### src/rtl/bdk_pkg.sv
package bdk_pkg;
  typedef enum logic [1:0] {
    ST_IDLE = 2'd0,
    ST_CMP  = 2'd1,
    ST_DONE = 2'd2
  } bdk_state_e;
endpackage

### src/rtl/bdk_param_file.sv
// Index register plus the key-word entries 1..NUM_KEYS of the parameter file.
module bdk_param_file #(
  parameter int KEY_W    = 16,
  parameter int NUM_KEYS = 4,
  parameter int IDX_W    = 3
) (
  input  logic                      clk,
  input  logic                      rst_n,
  input  logic                      wr_allow,
  input  logic                      idx_we,
  input  logic [IDX_W-1:0]          idx_wdata,
  input  logic                      data_we,
  input  logic [KEY_W-1:0]          data_wdata,
  output logic [IDX_W-1:0]          idx_q,
  output logic [NUM_KEYS*KEY_W-1:0] keys_flat
);
  always_ff @(posedge clk or negedge rst_n) begin
    if (!rst_n)                  idx_q <= '0;
    else if (wr_allow && idx_we) idx_q <= idx_wdata;
  end

  // Entry 0 (command word) is decoded by the surrounding controller.
  for (genvar i = 0; i < NUM_KEYS; i++) begin : g_entry
    localparam logic [IDX_W-1:0] ENTRY = IDX_W'(i + 1);
    logic [KEY_W-1:0] word_q;
    always_ff @(posedge clk or negedge rst_n) begin
      if (!rst_n)
        word_q <= '0;
      else if (wr_allow && data_we && idx_q == ENTRY)
        word_q <= data_wdata;
    end
    assign keys_flat[i*KEY_W +: KEY_W] = word_q;
  end
endmodule

### src/rtl/bdk_launch_gate.sv
// Launch qualification: decides between ignore, abort and start.
module bdk_launch_gate #(
  parameter int         NUM_KEYS = 4,
  parameter int         IDX_W    = 3,
  parameter logic [1:0] EN_CODE  = 2'b10
) (
  input  logic             launch,
  input  logic             cmd_idle,
  input  logic             err_flag,
  input  logic             locked,
  input  logic [1:0]       key_en,
  input  logic [IDX_W-1:0] idx,
  output logic             abort,
  output logic             start
);
  localparam logic [IDX_W-1:0] REQ_IDX = IDX_W'(NUM_KEYS);

  logic accept;
  logic bad;

  always_comb begin
    accept = launch && cmd_idle && !err_flag;
    bad    = locked || (key_en != EN_CODE) || (idx != REQ_IDX);
    abort  = accept && bad;
    start  = accept && !bad;
  end
endmodule

### src/rtl/bdk_key_compare.sv
// Serial key comparator: one word per clock, then one completion cycle.
module bdk_key_compare import bdk_pkg::*; #(
  parameter int KEY_W    = 16,
  parameter int NUM_KEYS = 4
) (
  input  logic                      clk,
  input  logic                      rst_n,
  input  logic                      start,
  input  logic [NUM_KEYS*KEY_W-1:0] keys_flat,
  input  logic [NUM_KEYS*KEY_W-1:0] ref_flat,
  output logic                      done,
  output logic                      mismatch
);
  localparam int CNT_W = (NUM_KEYS > 1) ? $clog2(NUM_KEYS) : 1;
  localparam logic [CNT_W-1:0] LAST = CNT_W'(NUM_KEYS - 1);

  bdk_state_e       state_q;
  logic [CNT_W-1:0] cnt_q;
  logic             mism_q;
  logic [KEY_W-1:0] cur_key;
  logic [KEY_W-1:0] cur_ref;

  always_comb begin
    cur_key = keys_flat[int'(cnt_q)*KEY_W +: KEY_W];
    cur_ref = ref_flat[int'(cnt_q)*KEY_W +: KEY_W];
  end

  always_ff @(posedge clk or negedge rst_n) begin
    if (!rst_n) begin
      state_q <= ST_IDLE;
      cnt_q   <= '0;
      mism_q  <= 1'b0;
    end else begin
      unique case (state_q)
        ST_IDLE: if (start) begin
          state_q <= ST_CMP;
          cnt_q   <= '0;
          mism_q  <= 1'b0;
        end
        ST_CMP: begin
          mism_q <= mism_q | (cur_key != cur_ref);
          if (cnt_q == LAST) state_q <= ST_DONE;
          else               cnt_q   <= cnt_q + 1'b1;
        end
        ST_DONE: state_q <= ST_IDLE;
        default: state_q <= ST_IDLE;
      endcase
    end
  end

  assign done     = (state_q == ST_DONE);
  assign mismatch = mism_q;
endmodule

### src/rtl/bdkey_verify_unit.sv
module bdkey_verify_unit #(
  parameter int         KEY_W    = 16,
  parameter int         NUM_KEYS = 4,
  parameter int         IDX_W    = 3,
  parameter logic [1:0] EN_CODE  = 2'b10
) (
  input  logic                      clk,
  input  logic                      rst_n,
  input  logic                      idx_we,
  input  logic [IDX_W-1:0]          idx_wdata,
  input  logic                      data_we,
  input  logic [KEY_W-1:0]          data_wdata,
  input  logic                      launch,
  input  logic                      err_clr,
  input  logic [1:0]                key_en,
  input  logic [NUM_KEYS*KEY_W-1:0] ref_key,
  output logic                      cmd_idle,
  output logic                      acc_err,
  output logic                      prot_viol,
  output logic [1:0]                mgn_flags,
  output logic                      secured
);
  logic [IDX_W-1:0]          idx_q;
  logic [NUM_KEYS*KEY_W-1:0] keys_flat;
  logic                      abort;
  logic                      start;
  logic                      done;
  logic                      mismatch;
  logic                      idle_q;
  logic                      err_q;
  logic                      sec_q;
  logic                      lock_q;

  bdk_param_file #(.KEY_W(KEY_W), .NUM_KEYS(NUM_KEYS), .IDX_W(IDX_W)) u_param (
    .clk        (clk),
    .rst_n      (rst_n),
    .wr_allow   (idle_q),
    .idx_we     (idx_we),
    .idx_wdata  (idx_wdata),
    .data_we    (data_we),
    .data_wdata (data_wdata),
    .idx_q      (idx_q),
    .keys_flat  (keys_flat)
  );

  bdk_launch_gate #(.NUM_KEYS(NUM_KEYS), .IDX_W(IDX_W), .EN_CODE(EN_CODE)) u_gate (
    .launch   (launch),
    .cmd_idle (idle_q),
    .err_flag (err_q),
    .locked   (lock_q),
    .key_en   (key_en),
    .idx      (idx_q),
    .abort    (abort),
    .start    (start)
  );

  bdk_key_compare #(.KEY_W(KEY_W), .NUM_KEYS(NUM_KEYS)) u_cmp (
    .clk       (clk),
    .rst_n     (rst_n),
    .start     (start),
    .keys_flat (keys_flat),
    .ref_flat  (ref_key),
    .done      (done),
    .mismatch  (mismatch)
  );

  always_ff @(posedge clk or negedge rst_n) begin
    if (!rst_n) begin
      idle_q <= 1'b1;
      err_q  <= 1'b0;
      sec_q  <= 1'b1;
      lock_q <= 1'b0;
    end else begin
      if (start)     idle_q <= 1'b0;
      else if (done) idle_q <= 1'b1;
      err_q <= (err_q & ~err_clr) | abort | (done & mismatch);
      if (done && mismatch)  lock_q <= 1'b1;
      if (done && !mismatch) sec_q  <= 1'b0;
    end
  end

  assign cmd_idle  = idle_q;
  assign acc_err   = err_q;
  assign secured   = sec_q;
  assign prot_viol = 1'b0;
  assign mgn_flags = 2'b00;
endmodule

### config.mk
export PLATFORM = sky130hd
export DESIGN_NAME = bdkey_verify_unit
export DESIGN_NICKNAME = d
export VERILOG_FILES = /design/src/rtl/bdk_pkg.sv /design/src/rtl/bdk_param_file.sv /design/src/rtl/bdk_launch_gate.sv /design/src/rtl/bdk_key_compare.sv /design/src/rtl/bdkey_verify_unit.sv
export SDC_FILE = /design/constraint.sdc
export NUM_CORES = 1
export LEC_CHECK = 0
export BUFFER_PORTS_ARGS = -buffer_cell sky130_fd_sc_hd__buf_2
export CORE_MARGIN = 4
export CORE_UTILIZATION = 59
export CTS_BUF_LIST = sky130_fd_sc_hd__clkbuf_2
export DETAILED_ROUTE_END_ITERATION = 10
export PLACE_DENSITY = 0.95
export SYNTH_ARGS = -nofsm -noshare
export SYNTH_HDL_FRONTEND = slang
export SYNTH_SLANG_ARGS = --single-unit
### constraint.sdc
create_clock -name clk -period 5.3 [get_ports clk]
set_input_delay 1.06 -clock clk [delete_from_list [all_inputs] [get_ports clk]]
set_output_delay 1.06 -clock clk [all_outputs]
set_load 0.005 [all_outputs]
==> results.json, run 1 <==
{
  "syn_area_mm2": 0.00371,
  "synth_edf_count": 0,
  "crit_buf_inv": 1,
  "ys_top_cells_by_count": "dfrtp_1, mux2_2, xnor2_1, xor2_1, nor4_1",
  "grt_max_degree": 42,
  "rows": 28,
  "finalNonFillerCells": 460,
  "synth_top_area_share_pct": 49.9,
  "rrSetupSlack_ps": 3100,
  "drc": 0,
  "cts_buffers": 9,
  "slew_viol_final": 0,
  "period_needed_ps": 2310,
  "synth_flop_cell": "dfrtp_1",
  "core_area_mm2": 0.00603,
  "r2r-start": "cmd_idle",
  "fp.dieH_um": 87.3,
  "seqPwrFrac_pct": 56.4,
  "fin_skew_ps": 10.0,
  "worst-path-max-fanout": 8,
  "p_sw_share_pct": 30.1,
  "yosys_warnings": 0,
  "holdCritPathClass": "flip-flop to flip-flop",
  "yosysMostFrequentCell": "dfrtp_1",
  "drt-pass1-iter-count": 4,
  "syn_to_final_growth_pct": 16.3,
  "ir_drop_v": 0.000207,
  "p_per_area_mw_per_mm2": 360,
  "reg2reg_to": "u_param.g_entry[0].word_q[11]",
  "n_antenna_cell": 0,
  "clock_latency_ps": 490,
  "hold_depth": 1,
  "drive_gt1_share_pct": 48.3,
  "setup_viol": 0,
  "antenna_found_initial": 0,
  "critPathTopFamily": "flip-flops",
  "post-cts-setup-buffers": 0,
  "grt_overflow": 0,
  "fmax_mhz": 433,
  "switchingPower_uw": 468,
  "cts_buffer_depth": 2,
  "routed_via_density": 5.47,
  "initial_core_util_pct": 61.5,
  "num_vias": 2518,
  "fp.dieW_um": 87.3,
  "dp.cells": 444,
  "cts_max_level": 3,
  "port_buffers": 93,
  "ys_seq_area_share_pct": 51.4,
  "cpPeakStageDelay_ps": 630,
  "synth_area_leaders": "dfrtp_1, mux2_2, xnor2_1",
  "max_slew_margin_pct": 29.6,
  "min_to": "secured",
  "p_leak_nw": 1.93,
  "gr-usage-all-layers_pct": 22.8,
  "clock-root-buffer": "clkbuf_2",
  "clock-sinks": 76,
  "critPathCaptureType": "primary output",
  "fin_crit_sh_pct": 43.5,
  "fillers": 422,
  "required_ps": 4240,
  "fin_tns_setup_ps": 0,
  "ctsResizeCount": 0,
  "pwr-share-clk_pct": 16.1,
  "async_flop_share_pct": 100,
  "seq_area_mm2": 0.00190,
  "cp_cell_sequence": "buf_2",
  "critical_path_class": "flip-flop to primary output",
  "p_comb_share_pct": 27.4,
  "cap_violations": 0,
  "tritoncts": "yes",
  "multi_input_area_mm2": 0.00175,
  "die_area_mm2": 0.00762,
  "fin_nets": 472,
  "finalWirelength_um": 8110,
  "worstPathArrival_ps": 1250,
  "syn_area_per_cell_um2": 13.2,
  "cts_hold_buf": 0,
  "intPower_mw": 1.09,
  "synth.distinct_cells": 38,
  "dp_hpwl_um": 6260,
  "clk_pin_slew_ps": 190,
  "status": "complete, no violations",
  "grt_pass1_vias": 2749,
  "drtIter0Drc": 140,
  "postSynthCellCount": 280,
  "cp-start-kind": "flip-flop",
  "routabilityCongestion": 0.846,
  "rsz0062_at_grt": "no",
  "grt_pass1_wl_um": 13100,
  "post_drt_wl_per_cell_um": 17.6,
  "hold_violations": 0,
  "pin_count": 97,
  "ys_ff_latch": 76,
  "worstMarginPinSlew_ps": 1050,
  "ant_nets": 0,
  "worstRegToRegCells": 3,
  "synth_area_leader_cell": "dfrtp_1",
  "slowest_stage": "dfstp_2",
  "hp-start": "secured"
}
==> layer usage <==
layer / track usage (%) / part of all wire, % / up-vias / wire length [µm]
li1: - / - / 1189 / -
met3: 5.49 / 7.8 / 11 / 635
met5: 0 / 0 / - / 0
met1: 29.0 / 41 / 1229 / 3340
met2: 38.2 / 50 / 89 / 4020
met4: 7.81 / 1.3 / 0 / 107
==> worst max-delay path by stage <==
stage	startpoint	end	slack, ps	depth (start not counted)
after detailed placement	ref_key[49]	u_cmp.mismatch	2710	7
after CTS	cmd_idle	cmd_idle	2960	1
after floorplan	data_we	u_param.g_entry[1].word_q[10]	3080	4
after global placement	data_we	u_param.g_entry[0].word_q[2]	2790	3
final	cmd_idle	cmd_idle	2990	1
after global routing	cmd_idle	cmd_idle	2920	1
==> cells in the final DEF (no fill, tap or decap), types with 2 or more instances in the layout <==
master	synthesis	routed
a22oi_1	2	2
a31oi_1	3	3
buf_2	3	93
buf_4	4	2
clkbuf_2	0	13
clkinv_2	0	2
conb_1	1	3
dfrtp_1	74	74
dfstp_2	2	2
inv_1	2	2
mux2_2	68	68
nand2_1	8	8
nand3b_1	2	2
nand4_1	8	8
nor2_1	4	4
nor2_2	2	2
nor4_1	9	9
o21ai_0	4	4
xnor2_1	34	34
xor2_1	30	30
==> final cells by class <==
type	count	area share (%)
Clock buffer	13	1.51
Clock inverter	3	0.319
Inverter	2	0.174
Multi-Input combinational cell	196	40.5
Sequential cell	76	44.2
Tap cell	75	2.18
Timing Repair Buffer	95	11.1
==> power groups by stage <==
stage	combinational (mW)	sequential, mW	clock, mW
2_1_floorplan	0.323	0.855	0
5_1_grt	0.472	0.898	0.284
4_1_cts	0.433	0.877	0.257
3_5_place_dp	0.430	0.891	0
6_report	0.426	0.877	0.251
3_3_place_gp	0.406	0.878	0
==> sequential cells by signal (all words and copies together), names as in the netlist <==
signal / cells
acc_err: 1
cmd_idle: 1
lock_q: 1
secured: 1
u_cmp.cnt_q: 2
u_cmp.mismatch: 1
u_cmp.state_q: 2
u_param.g_entry.word_q: 64
u_param.idx_q: 3
==> through the flow <==
| stage | total power, mW | util (%) | setup WS (ps) | hold slack [ps] | cell area (µm²) |
|---|---|---|---|---|---|
| detailed placement | 1.32 | 70.2 | 2710 | 460 | 4230 |
| floorplan | 1.18 | - | 3080 | 450 | 3710 |
| global placement | 1.28 | 70.2 | 2790 | 448 | 4230 |
| finish | 1.55 | 71.6 | 2990 | 484 | 4310 |
| CTS | 1.57 | 71.6 | 2960 | 482 | 4310 |
| global route | 1.65 | 71.6 | 2920 | 487 | 4310 |
==> cells by family after synthesis <==
| group | share of synthesized area, % |
|---|---|
| multiplexers | 20.7 |
| AND/OR/NAND/NOR | 7.80 |
| other | 0.101 |
| adder cells (fa/ha/maj) | 0.337 |
| XOR/XNOR | 15.1 |
| flip-flops | 51.4 |
| buffers and inverters | 1.72 |
| AO/OA/AOI/OAI | 2.90 |
Note: power is estimated with default switching activity, not from simulation.
==> run 2, diff against run 1 <==
- CORE_UTILIZATION: 59 -> 55
- PLACE_DENSITY: 0.95 -> 0.91
- clock period: 5.3 -> 2.4 ns (I/O delays scaled with it)
==> run 2 against run 1 <==
Routed wire length is 0.46% lower. First-iteration DRC count is 29% lower. Core utilization is 3.9 points lower. Final area increased by 1.3%. Clock-buffer cell count is 1 lower. Sequential power grew 120%. Via count grew 2.5%.
==> results.json, run 2 (synthesis results as in run 1) <==
{
  "worstMarginPinSlew_ps": 716,
  "setup_viol": 0,
  "reg2reg_to": "u_cmp.mismatch",
  "largest_register_ffs": 64,
  "switchingPower_mw": 1.02,
  "clock_latency_ps": 500,
  "layout_commonest_cell": "buf_2",
  "gr-usage-all-layers_pct": 21.0,
  "rrSetupSlack_ps": 550,
  "status": "complete, no violations",
  "port_buffers": 93,
  "intPower_mw": 2.39,
  "layout_common_cells": "buf_2, dfrtp_1, mux2_2, xnor2_1, xor2_1",
  "grt_pass1_wl_um": 13500,
  "cts_buffers": 9,
  "max_slew_margin_pct": 52.3,
  "cts_max_level": 3,
  "grt_overflow": 0,
  "drive_gt1_share_pct": 48.2,
  "worstPathArrival_ps": 2250,
  "drc": 0,
  "routabilityCongestion": 0.840,
  "core_area_mm2": 0.00646,
  "p_comb_share_pct": 27.7,
  "tritoncts": "yes",
  "clk_pin_slew_ps": 200,
  "hold_violations": 0,
  "ir_drop_v": 0.000501,
  "routed_via_density": 5.51,
  "drt-pass1-iter-count": 4,
  "num_vias": 2580,
  "rsz0062_at_grt": "no",
  "pin_count": 97,
  "required_ps": 2800,
  "ctsResizeCount": 0,
  "cp-start-kind": "flip-flop",
  "worstRegToRegCells": 6,
  "clock-root-buffer": "clkbuf_2",
  "p_sw_share_pct": 29.9,
  "cts_buffer_depth": 2,
  "worst-path-max-fanout": 2,
  "post_drt_wl_per_cell_um": 17.2,
  "finalWirelength_um": 8070,
  "design_area_mm2": 0.00437,
  "cap_violations": 0,
  "slew_viol_final": 0,
  "critPathLaunch": "u_param.g_entry[3].word_q[1]",
  "holdCritPathClass": "primary input to flip-flop",
  "r2r-start": "u_param.g_entry[3].word_q[1]",
  "drtIter0Drc": 99,
  "dp_hpwl_um": 6260,
  "p_leak_nw": 1.96,
  "initial_core_util_pct": 57.4,
  "grt_max_degree": 47,
  "grt_pass1_vias": 2776,
  "fin_crit_sh_pct": 77.0,
  "post_dp_cell_area_mm2": 0.00428,
  "p_per_area_mw_per_mm2": 782,
  "period_needed_ps": 1850,
  "crit_end": "u_cmp.mismatch",
  "antenna_found_initial": 0,
  "rows": 29,
  "fp.dieW_um": 90.1,
  "fin_nets": 477,
  "syn_to_final_growth_pct": 17.8,
  "finalPower_mw": 3.41,
  "pwr-share-clk_pct": 15.8,
  "critPathCaptureType": "flip-flop",
  "critical_path_class": "flip-flop to flip-flop",
  "fp.dieH_um": 90.1,
  "seqPwrFrac_pct": 56.5,
  "ant_nets": 0,
  "fin_tns_setup_ps": 0,
  "top_regs": "u_param.g_entry.word_q (64), u_param.idx_q (3)",
  "top_register": "u_param.g_entry.word_q",
  "fmax_mhz": 541,
  "fin_skew_ps": 24.7,
  "clock-sinks": 76,
  "die_area_mm2": 0.00812
}
-- run 2: cell count changes in the layout (fill, tap and decap cells not counted), sizes merged --
cell and change:
clkbuf -1, diode +1, clkinv +1, buf +4, dlygate4sd3 +1
-- run 2: power by group through the flow --
stage          combinational [mW]  clock [mW]  sequential (mW)
6_report                    0.947       0.539             1.93
5_1_grt                      1.05       0.611             1.98
4_1_cts                     0.958       0.560             1.93
3_5_place_dp                0.952           0             1.96
3_3_place_gp                0.910           0             1.94
2_1_floorplan               0.714           0             1.89
-- run 2: area by class of cell --
type	count	area, µm²
antenna	1	2.50
timing repair buffer	100	533
multi-input combinational	196	1750
clock inverter	4	16.3
fill	483	2090
clock buffer	12	60.1
inverter	2	7.51
sequential	76	1900
tap	77	96.3
-- run 2: worst min path at each step --
stage                 startpoint                to  slack (ps)  cells past startpoint
finish              idx_wdata[0]  u_param.idx_q[0]         190                      2
detailed placement       secured           secured         450                      1
global placement         secured           secured         450                      1
CTS                 idx_wdata[1]  u_param.idx_q[1]         160                      2
global route        idx_wdata[1]  u_param.idx_q[1]         150                      2
floorplan                  rst_n           acc_err         180                      0
-- run 2: layer usage --
| layer | vias up | part of all wire (%) | track usage [%] |
|---|---|---|---|
| li1 | 1197 | - | - |
| met1 | 1273 | 40 | 24.9 |
| met2 | 92 | 49 | 34.8 |
| met3 | 18 | 8.5 | 8.51 |
| met4 | 0 | 2.4 | 7.27 |
| met5 | - | 0 | 0 |
-- run 2: critical path, cell delays in order, from the launching register on --
cell	delay, ps
dfrtp_1	430
xnor2_1	210
nand4_1	120
nor4_1	200
a31oi_1	190
o311ai_0	440
a22oi_1	160
-- run 2: timing repair --
item / in CTS / in global routing
buffers inserted: 0 / 0
endpoints found under the hold margin: 19 / 0
hold buffers: 1 / 0
-- run 2: metrics by stage --
step | hold WS, ps | std cells | setup slack [ps] | utilization, %
after global placement | 447 | 450 | 524 | 66.2
after global routing | 150 | 467 | 438 | 67.6
after floorplan | 184 | 282 | 601 | -
after CTS | 157 | 467 | 554 | 67.6
final | 186 | 468 | 551 | 67.6
after detailed placement | 447 | 450 | 389 | 66.2
